[config.mk]
export PLATFORM = sky130hd
export DESIGN_NAME = sdram_cmd_front
export DESIGN_NICKNAME = d
export VERILOG_FILES = /design/src/rtl/sdcf_pkg.sv /design/src/rtl/sdcf_mode_reg.sv /design/src/rtl/sdcf_seq.sv /design/src/rtl/sdcf_cmd_enc.sv /design/src/rtl/sdram_cmd_front.sv
export SDC_FILE = /design/constraint.sdc
export NUM_CORES = 1
export LEC_CHECK = 0
export ABC_CLOCK_PERIOD_IN_PS = 1900
export BUFFER_PORTS_ARGS = -buffer_cell sky130_fd_sc_hd__buf_2
export CAP_MARGIN = 10
export CORE_MARGIN = 2
export CORE_UTILIZATION = 44
export CTS_BUF_LIST = sky130_fd_sc_hd__clkbuf_4
export DETAILED_ROUTE_END_ITERATION = 8
export MAX_ROUTING_LAYER = met4
export PLACE_DENSITY_LB_ADDON = 0.2
export SLEW_MARGIN = 5
export SYNTH_ARGS = -nofsm -noshare
export SYNTH_HDL_FRONTEND = slang
export SYNTH_SLANG_ARGS = --single-unit
[constraint.sdc]
create_clock -name clk -period 1.9 [get_ports clk]
set_input_delay 0.38 -clock clk [delete_from_list [all_inputs] [get_ports clk]]
set_output_delay 0.38 -clock clk [all_outputs]
set_load 0.01 [all_outputs]
[src/rtl/sdcf_pkg.sv]
package sdcf_pkg;

    localparam int MODE_W  = 3;
    localparam int ERR_BIT = 8;

    typedef enum logic [2:0] {
        MD_NORMAL = 3'd0,
        MD_NOP    = 3'd1,
        MD_PRE    = 3'd2,
        MD_LMR    = 3'd3,
        MD_AREF   = 3'd4,
        MD_ELMR   = 3'd5,
        MD_DPD    = 3'd6,
        MD_RSVD   = 3'd7
    } mode_e;

    typedef enum logic [2:0] {
        CK_NOP,
        CK_PRE,
        CK_LMR,
        CK_AREF,
        CK_ELMR,
        CK_DPD
    } cmd_e;

    typedef enum logic [2:0] {
        ST_IDLE,
        ST_FWD,
        ST_ISSUE,
        ST_PAD,
        ST_ACK
    } state_e;

endpackage

[src/rtl/sdcf_mode_reg.sv]
module sdcf_mode_reg
    import sdcf_pkg::*;
(
    input  logic              clk,
    input  logic              rst_n,
    input  logic              cfg_wr,
    input  logic [MODE_W-1:0] cfg_wdata,
    output logic [MODE_W-1:0] mode_raw,
    output mode_e             mode,
    output logic              wr_normal
);

    logic [MODE_W-1:0] code_q;

    always_ff @(posedge clk or negedge rst_n) begin
        if (!rst_n) begin
            code_q <= '0;
        end else if (cfg_wr) begin
            code_q <= cfg_wdata;
        end
    end

    // reserved code folds onto normal decoding
    always_comb begin
        if (code_q == MD_RSVD) begin
            mode = MD_NORMAL;
        end else begin
            mode = mode_e'(code_q);
        end
    end

    assign mode_raw  = code_q;
    assign wr_normal = cfg_wr && ((cfg_wdata == MD_NORMAL) || (cfg_wdata == MD_RSVD));

    AST_MODE_HOLD: assert property (@(posedge clk) disable iff (!rst_n)
        !cfg_wr |=> $stable(mode_raw));

endmodule

[src/rtl/sdcf_seq.sv]
module sdcf_seq
    import sdcf_pkg::*;
#(
    parameter int HADDR_W = 16,
    parameter int NOP_CYC = 2
)(
    input  logic               clk,
    input  logic               rst_n,
    input  logic               host_req,
    input  logic               host_wr,
    input  logic [HADDR_W-1:0] host_addr,
    input  mode_e              mode,
    input  logic               cfg_wr,
    input  logic               wr_normal,
    input  logic               nrm_ack,
    output logic               host_ready,
    output logic               nrm_req,
    output logic               nrm_wr,
    output logic [HADDR_W-1:0] nrm_addr,
    output cmd_e               bus_cmd,
    output logic [HADDR_W-1:0] cmd_addr,
    output logic               dpd_active,
    output logic               err,
    output logic               pre_done
);

    localparam int CNT_W = (NOP_CYC > 1) ? $clog2(NOP_CYC) : 1;
    localparam logic [CNT_W-1:0] LAST = CNT_W'((NOP_CYC > 0) ? NOP_CYC - 1 : 0);

    state_e             state_q, state_d;
    cmd_e               cmd_q, cmd_d;
    logic [HADDR_W-1:0] addr_q;
    logic               wr_q;
    logic [CNT_W-1:0]   cnt_q;
    logic               dpd_q, err_q, pre_q;
    logic               aref_fail;
    logic               accept;

    assign accept = (state_q == ST_IDLE) && host_req;

    // next-state and command choice
    always_comb begin
        state_d   = state_q;
        cmd_d     = cmd_q;
        aref_fail = 1'b0;
        unique case (state_q)
            ST_IDLE: begin
                if (host_req) begin
                    if (dpd_q) begin
                        state_d = ST_ACK;
                    end else if (mode == MD_NORMAL) begin
                        state_d = ST_FWD;
                    end else begin
                        state_d = ST_ISSUE;
                        unique case (mode)
                            MD_PRE:  cmd_d = CK_PRE;
                            MD_LMR:  cmd_d = CK_LMR;
                            MD_ELMR: cmd_d = CK_ELMR;
                            MD_DPD:  cmd_d = CK_DPD;
                            MD_AREF: begin
                                cmd_d     = pre_q ? CK_AREF : CK_NOP;
                                aref_fail = !pre_q;
                            end
                            default: cmd_d = CK_NOP;
                        endcase
                    end
                end
            end
            ST_FWD: begin
                if (nrm_ack) begin
                    state_d = ST_IDLE;
                end
            end
            ST_ISSUE: begin
                state_d = (NOP_CYC == 0) ? ST_ACK : ST_PAD;
            end
            ST_PAD: begin
                if (cnt_q == LAST) begin
                    state_d = ST_ACK;
                end
            end
            ST_ACK: begin
                state_d = ST_IDLE;
            end
            default: state_d = ST_IDLE;
        endcase
    end

    // state register
    always_ff @(posedge clk or negedge rst_n) begin
        if (!rst_n) begin
            state_q <= ST_IDLE;
        end else begin
            state_q <= state_d;
        end
    end

    // latched access and bookkeeping of precharge, power-down, error
    always_ff @(posedge clk or negedge rst_n) begin
        if (!rst_n) begin
            cmd_q  <= CK_NOP;
            addr_q <= '0;
            wr_q   <= 1'b0;
            cnt_q  <= '0;
            dpd_q  <= 1'b0;
            err_q  <= 1'b0;
            pre_q  <= 1'b0;
        end else begin
            cmd_q <= cmd_d;
            if (accept) begin
                addr_q <= host_addr;
                wr_q   <= host_wr;
            end
            if (state_q == ST_PAD) begin
                cnt_q <= cnt_q + 1'b1;
            end else begin
                cnt_q <= '0;
            end
            if (state_q == ST_ISSUE) begin
                pre_q <= (cmd_q == CK_PRE);
            end
            if (state_q == ST_ISSUE && cmd_q == CK_DPD) begin
                dpd_q <= 1'b1;
            end else if (wr_normal) begin
                dpd_q <= 1'b0;
            end
            if (accept && !dpd_q && aref_fail) begin
                err_q <= 1'b1;
            end else if (cfg_wr) begin
                err_q <= 1'b0;
            end
        end
    end

    // outputs
    always_comb begin
        host_ready = 1'b0;
        nrm_req    = 1'b0;
        bus_cmd    = CK_NOP;
        unique case (state_q)
            ST_FWD: begin
                nrm_req    = 1'b1;
                host_ready = nrm_ack;
            end
            ST_ISSUE: bus_cmd    = cmd_q;
            ST_ACK:   host_ready = 1'b1;
            default: ;
        endcase
    end

    assign nrm_wr     = wr_q;
    assign nrm_addr   = addr_q;
    assign cmd_addr   = addr_q;
    assign dpd_active = dpd_q;
    assign err        = err_q;
    assign pre_done   = pre_q;

    AST_FORCED_READY_PULSE: assert property (@(posedge clk) disable iff (!rst_n)
        (host_ready && !nrm_req) |=> !host_ready);
    AST_ERR_STICKY: assert property (@(posedge clk) disable iff (!rst_n)
        (err && !cfg_wr) |=> err);

endmodule

[src/rtl/sdcf_cmd_enc.sv]
module sdcf_cmd_enc
    import sdcf_pkg::*;
#(
    parameter int A_W  = 13,
    parameter int BA_W = 2
)(
    input  cmd_e                  cmd,
    input  logic [BA_W+A_W-1:0]   offset,
    input  logic                  dpd_active,
    output logic                  cs_n,
    output logic                  ras_n,
    output logic                  cas_n,
    output logic                  we_n,
    output logic [BA_W-1:0]       ba,
    output logic [A_W-1:0]        a,
    output logic                  cke
);

    logic [A_W-1:0] pre_addr;

    // all-banks flag sits on address bit 10 when the bus is wide enough
    generate
        if (A_W > 10) begin : g_a10
            always_comb begin
                pre_addr     = '0;
                pre_addr[10] = 1'b1;
            end
        end else begin : g_no_a10
            assign pre_addr = '0;
        end
    endgenerate

    always_comb begin
        {cs_n, ras_n, cas_n, we_n} = 4'b0111;
        ba = '0;
        a  = '0;
        unique case (cmd)
            CK_PRE: begin
                {cs_n, ras_n, cas_n, we_n} = 4'b0010;
                a = pre_addr;
            end
            CK_LMR, CK_ELMR: begin
                {cs_n, ras_n, cas_n, we_n} = 4'b0000;
                {ba, a} = offset;
            end
            CK_AREF: {cs_n, ras_n, cas_n, we_n} = 4'b0001;
            CK_DPD:  {cs_n, ras_n, cas_n, we_n} = 4'b0110;
            default: ;
        endcase
    end

    assign cke = !(dpd_active || (cmd == CK_DPD));

endmodule

[src/rtl/sdram_cmd_front.sv]
module sdram_cmd_front
    import sdcf_pkg::*;
#(
    parameter int HADDR_W = 16,
    parameter int A_W     = 13,
    parameter int BA_W    = 2,
    parameter int NOP_CYC = 2
)(
    input  logic               clk,
    input  logic               rst_n,
    input  logic               cfg_wr,
    input  logic [MODE_W-1:0]  cfg_wdata,
    output logic [ERR_BIT:0]   cfg_rdata,
    input  logic               host_req,
    input  logic               host_wr,
    input  logic [HADDR_W-1:0] host_addr,
    output logic               host_ready,
    output logic               nrm_req,
    output logic               nrm_wr,
    output logic [HADDR_W-1:0] nrm_addr,
    input  logic               nrm_ack,
    output logic               sd_cs_n,
    output logic               sd_ras_n,
    output logic               sd_cas_n,
    output logic               sd_we_n,
    output logic [BA_W-1:0]    sd_ba,
    output logic [A_W-1:0]     sd_a,
    output logic               sd_cke
);

    localparam int OFS_W = BA_W + A_W;

    mode_e              mode;
    logic [MODE_W-1:0]  mode_raw;
    logic               wr_normal;
    cmd_e               bus_cmd;
    logic [HADDR_W-1:0] cmd_addr;
    logic               dpd_active, err, pre_done;
    logic               bus_busy;

    sdcf_mode_reg u_mode (
        .clk       (clk),
        .rst_n     (rst_n),
        .cfg_wr    (cfg_wr),
        .cfg_wdata (cfg_wdata),
        .mode_raw  (mode_raw),
        .mode      (mode),
        .wr_normal (wr_normal)
    );

    sdcf_seq #(.HADDR_W(HADDR_W), .NOP_CYC(NOP_CYC)) u_seq (
        .clk        (clk),
        .rst_n      (rst_n),
        .host_req   (host_req),
        .host_wr    (host_wr),
        .host_addr  (host_addr),
        .mode       (mode),
        .cfg_wr     (cfg_wr),
        .wr_normal  (wr_normal),
        .nrm_ack    (nrm_ack),
        .host_ready (host_ready),
        .nrm_req    (nrm_req),
        .nrm_wr     (nrm_wr),
        .nrm_addr   (nrm_addr),
        .bus_cmd    (bus_cmd),
        .cmd_addr   (cmd_addr),
        .dpd_active (dpd_active),
        .err        (err),
        .pre_done   (pre_done)
    );

    sdcf_cmd_enc #(.A_W(A_W), .BA_W(BA_W)) u_enc (
        .cmd        (bus_cmd),
        .offset     (cmd_addr[OFS_W-1:0]),
        .dpd_active (dpd_active),
        .cs_n       (sd_cs_n),
        .ras_n      (sd_ras_n),
        .cas_n      (sd_cas_n),
        .we_n       (sd_we_n),
        .ba         (sd_ba),
        .a          (sd_a),
        .cke        (sd_cke)
    );

    always_comb begin
        cfg_rdata          = '0;
        cfg_rdata[MODE_W-1:0] = mode_raw;
        cfg_rdata[ERR_BIT] = err;
    end

    assign bus_busy = ({sd_cs_n, sd_ras_n, sd_cas_n, sd_we_n} != 4'b0111);

    AST_ONE_CMD_SLOT: assert property (@(posedge clk) disable iff (!rst_n)
        bus_busy |=> !bus_busy);
    AST_AREF_AFTER_PRE: assert property (@(posedge clk) disable iff (!rst_n)
        ({sd_cs_n, sd_ras_n, sd_cas_n, sd_we_n} == 4'b0001) |-> pre_done);
    AST_CKE_LOW_DPD: assert property (@(posedge clk) disable iff (!rst_n)
        dpd_active |-> !sd_cke);
    AST_NORMAL_QUIET: assert property (@(posedge clk) disable iff (!rst_n)
        nrm_req |-> !bus_busy);

endmodule

==> metrics.txt <==
Synth Area per Inst=10.6 µm²; number of warnings reported in the yosys synthesis log=0; sink count of the clock tree=30; Seq/Total Area, Yosys=46.0%; most instantiated library cell after synthesis=sky130_fd_sc_hd__dfrtp_1; RSZ-0062 raised after global routing=true; CTS tree=done; WP data arrival=1.71 ns; Core Footprint=0.00361 mm²; standard-cell rows=22; count of input and output buffers=66; Rel. slew slack=55.6%; area of the die=0.00421 mm²; final number of setup-violating endpoints=17; critical path capture point type=output pin; Final Wtd Congestion=0.850; number of max-capacitance violations reported=0; Netlist cell types=40; Yosys top cell area share=46.0%; number of flops mapped to enable cells by yosys=0; post-DR vias/cell=5.17; violations in the final reports=setup timing; number of inserted diodes=0; top cells by area, synth=sky130_fd_sc_hd__dfrtp_1, sky130_fd_sc_hd__mux2_2, sky130_fd_sc_hd__and2_2, sky130_fd_sc_hd__buf_4, sky130_fd_sc_hd__nor2_1; clock latency at the later pin of the worst-skew pair=0.33 ns; Final Hold Fails=0; Yosys reg bits=30; # H-tree levels=2; Critical Path Fanout Max=15; Cell Chain, Critical Path=or3b_4 > nor3_4 > buf_12 > and2_2 > buf_6; Placement Setup Slack=0.0838 ns; slowest cell on the critical path=sky130_fd_sc_hd__or3b_4; clock slew at reported path FFs=0.09 ns; horizontal die dimension=64.9 µm; post-synthesis cell count=154; total via count in the routed design=1385; buffer and inverter count on the worst path=2; total global-route track usage=19.3%; cts bufs inserted=5; vias in the first global route=1379; total stage count of the critical path=5; number of top-level design ports=73; final routed wirelength across all metal layers=3.59 mm; layout-stage area growth over the synthesis result=29.7%; pin count of the biggest net entering global routing=31; Final ANT Viol Nets=0; max-slew violation count=0; buffer depth of the longest clock path=2; Fmax achieved=0.479 GHz; Worst path max stage delay=0.42 ns; drt drc=0; wire length of the first global-routing pass=6.07 mm; First DRT Iteration DRCs=62; most used flip-flop cell after synthesis=sky130_fd_sc_hd__dfrtp_1; number of antenna violations at the first check in global routing=0; Worst Reg-to-Reg Cells=6; cell area after synthesis=0.00163 mm²; period utilization=110%; routed length per placed instance=13.4 µm; nets@finish=246; maximum vdd drop=0.000706 V; overall overflow remaining after global route=0; cell area power density=1410 mW/mm²; most frequent cells after synthesis=sky130_fd_sc_hd__dfrtp_1, sky130_fd_sc_hd__mux2_2, sky130_fd_sc_hd__and2_2; required time reported for the critical path endpoint=1.52 ns; Static Leakage=1.02 nW; cell family with most CP delay=simple AND/OR/NAND/NOR gates; final worst path period need=2.09 ns; Pre-Repair DR Iteration Count=4; classification of the worst setup path=register to output pin; Finished Core Util=58.7%; Initial Util=45.2%; worst hold slack=0.0730 ns; overall power consumption=0.00298 W; cell type with the highest aggregate area in the netlist=sky130_fd_sc_hd__dfrtp_1; class of the tightest hold or removal check=input port to asynchronous set/reset pin; run status=finished with violations; final setup skew=0.0116 ns; post-synthesis async set-or-reset flop share=100%; clock tree root buffer cell=sky130_fd_sc_hd__clkbuf_4; vertical die dimension=64.9 µm; startpoint class of the critical path=register; worst setup slack after layout=-0.190 ns; fraction of layout cells with a size suffix above 1=52.7%; Worst Max-Slew Pin Slew=0.666 ns; half-perimeter wire length after placement=2.57 mm
worst reg2reg max path, stage by stage, from the launching register on:
cell and delay, ns:
sky130_fd_sc_hd__dfrtp_1 0.39, sky130_fd_sc_hd__buf_4 0.18, sky130_fd_sc_hd__nor4b_4 0.38, sky130_fd_sc_hd__buf_4 0.22
sky130_fd_sc_hd__nand4_1 0.13, sky130_fd_sc_hd__a211oi_1 0.25, sky130_fd_sc_hd__a211o_1 0.13
power breakdown:
group	total [W]	leakage [nW]	switching (W)	internal, W
sequential	0.00116	0.359	0.000236	0.000922
combinational	0.00149	0.635	0.000735	0.000752
clock	0.000333	0.0246	0.000207	0.000126
kinds of logic (layout without fill, tap and decap cells):
group	Yosys count	after routing	synth area share, %
simple gates	55	55	20.9
flops	30	30	46.0
compound gates	24	24	9.43
buf+inv	22	83	8.51
mux	21	21	14.3
other cells	1	6	0.230
xor+xnor	1	1	0.537
placed cells by master (no fill, tap or decap), types with 2 or more instances in the layout:
cell	count
sky130_fd_sc_hd__nand2_1	9
sky130_fd_sc_hd__buf_2	55
sky130_fd_sc_hd__and2_1	3
sky130_fd_sc_hd__mux2_2	19
sky130_fd_sc_hd__mux2i_1	2
sky130_fd_sc_hd__nor2b_1	2
sky130_fd_sc_hd__nand4_1	2
sky130_fd_sc_hd__a21oi_1	6
sky130_fd_sc_hd__o21ai_0	6
sky130_fd_sc_hd__conb_1	6
sky130_fd_sc_hd__dfrtp_2	2
sky130_fd_sc_hd__nor3_1	6
sky130_fd_sc_hd__clkbuf_4	5
sky130_fd_sc_hd__buf_6	11
sky130_fd_sc_hd__nor2_1	9
sky130_fd_sc_hd__and2_2	11
sky130_fd_sc_hd__and3_1	2
sky130_fd_sc_hd__dfrtp_1	28
sky130_fd_sc_hd__inv_1	4
sky130_fd_sc_hd__buf_4	6
cell type report:
| type | instances | area [µm²] |
|---|---|---|
| Timing Repair Buffer | 73 | 464 |
| Tap cell | 48 | 60.1 |
| Fill cell | 334 | 1490 |
| Multi-Input combinational cell | 107 | 782 |
| Clock inverter | 1 | 3.75 |
| Sequential cell | 30 | 753 |
| Inverter | 4 | 15.0 |
| Clock buffer | 5 | 37.5 |
worst paths after layout:
kind / start / end / slack, ns
max: u_seq.state_q[0]$_DFFE_PN0P_ / sd_a[5] / -0.19
min: rst_n / u_seq.state_q[2]$_DFFE_PN0P_ / 0.07
max reg2reg: u_seq.state_q[0]$_DFFE_PN0P_ / u_seq.cmd_q[1]$_DFFE_PN0P_ / 0.16
min reg2reg: u_seq.nrm_wr$_DFFE_PN0P_ / u_seq.nrm_wr$_DFFE_PN0P_ / 0.52
max in group asynchronous: rst_n / u_seq.cmd_q[1]$_DFFE_PN0P_ / 1.36
min in group clk: host_addr[6] / u_seq.cmd_addr[6]$_DFFE_PN0P_ / 0.28
per-stage QoR:
step	setup TNS, ns	instances	area [µm²]
global route	-3.80	268	2120
finish	-2.79	268	2120
CTS	-3.01	268	2110
global placement	0	262	1980
floorplan	0	159	1650
detailed placement	0	262	1980
sequential cells by signal, indices dropped and copies added (netlist names):
signal and count:
u_seq.cmd_q 3, u_mode.mode_raw 3, u_seq.cmd_addr 16, u_seq.cnt_q 1, u_seq.pre_done 1, u_seq.err 1
u_seq.state_q 3, u_seq.nrm_wr 1, u_seq.dpd_active 1
per-layer routing:
| layer | wire, µm | global-route usage [%] |
|---|---|---|
| met5 | 0 | - |
| met4 | 90 | 10.4 |
| met3 | 229 | 3.65 |
| met2 | 1780 | 31.6 |
| met1 | 1490 | 22.4 |
repair_timing:
action,CTS,global route
pin swaps,1,1
hold buffers,0,0
setup endpoints to repair,19,19
gates resized for setup,16,3
setup buffers,0,2
Note: power is estimated with default switching activity, not from simulation.
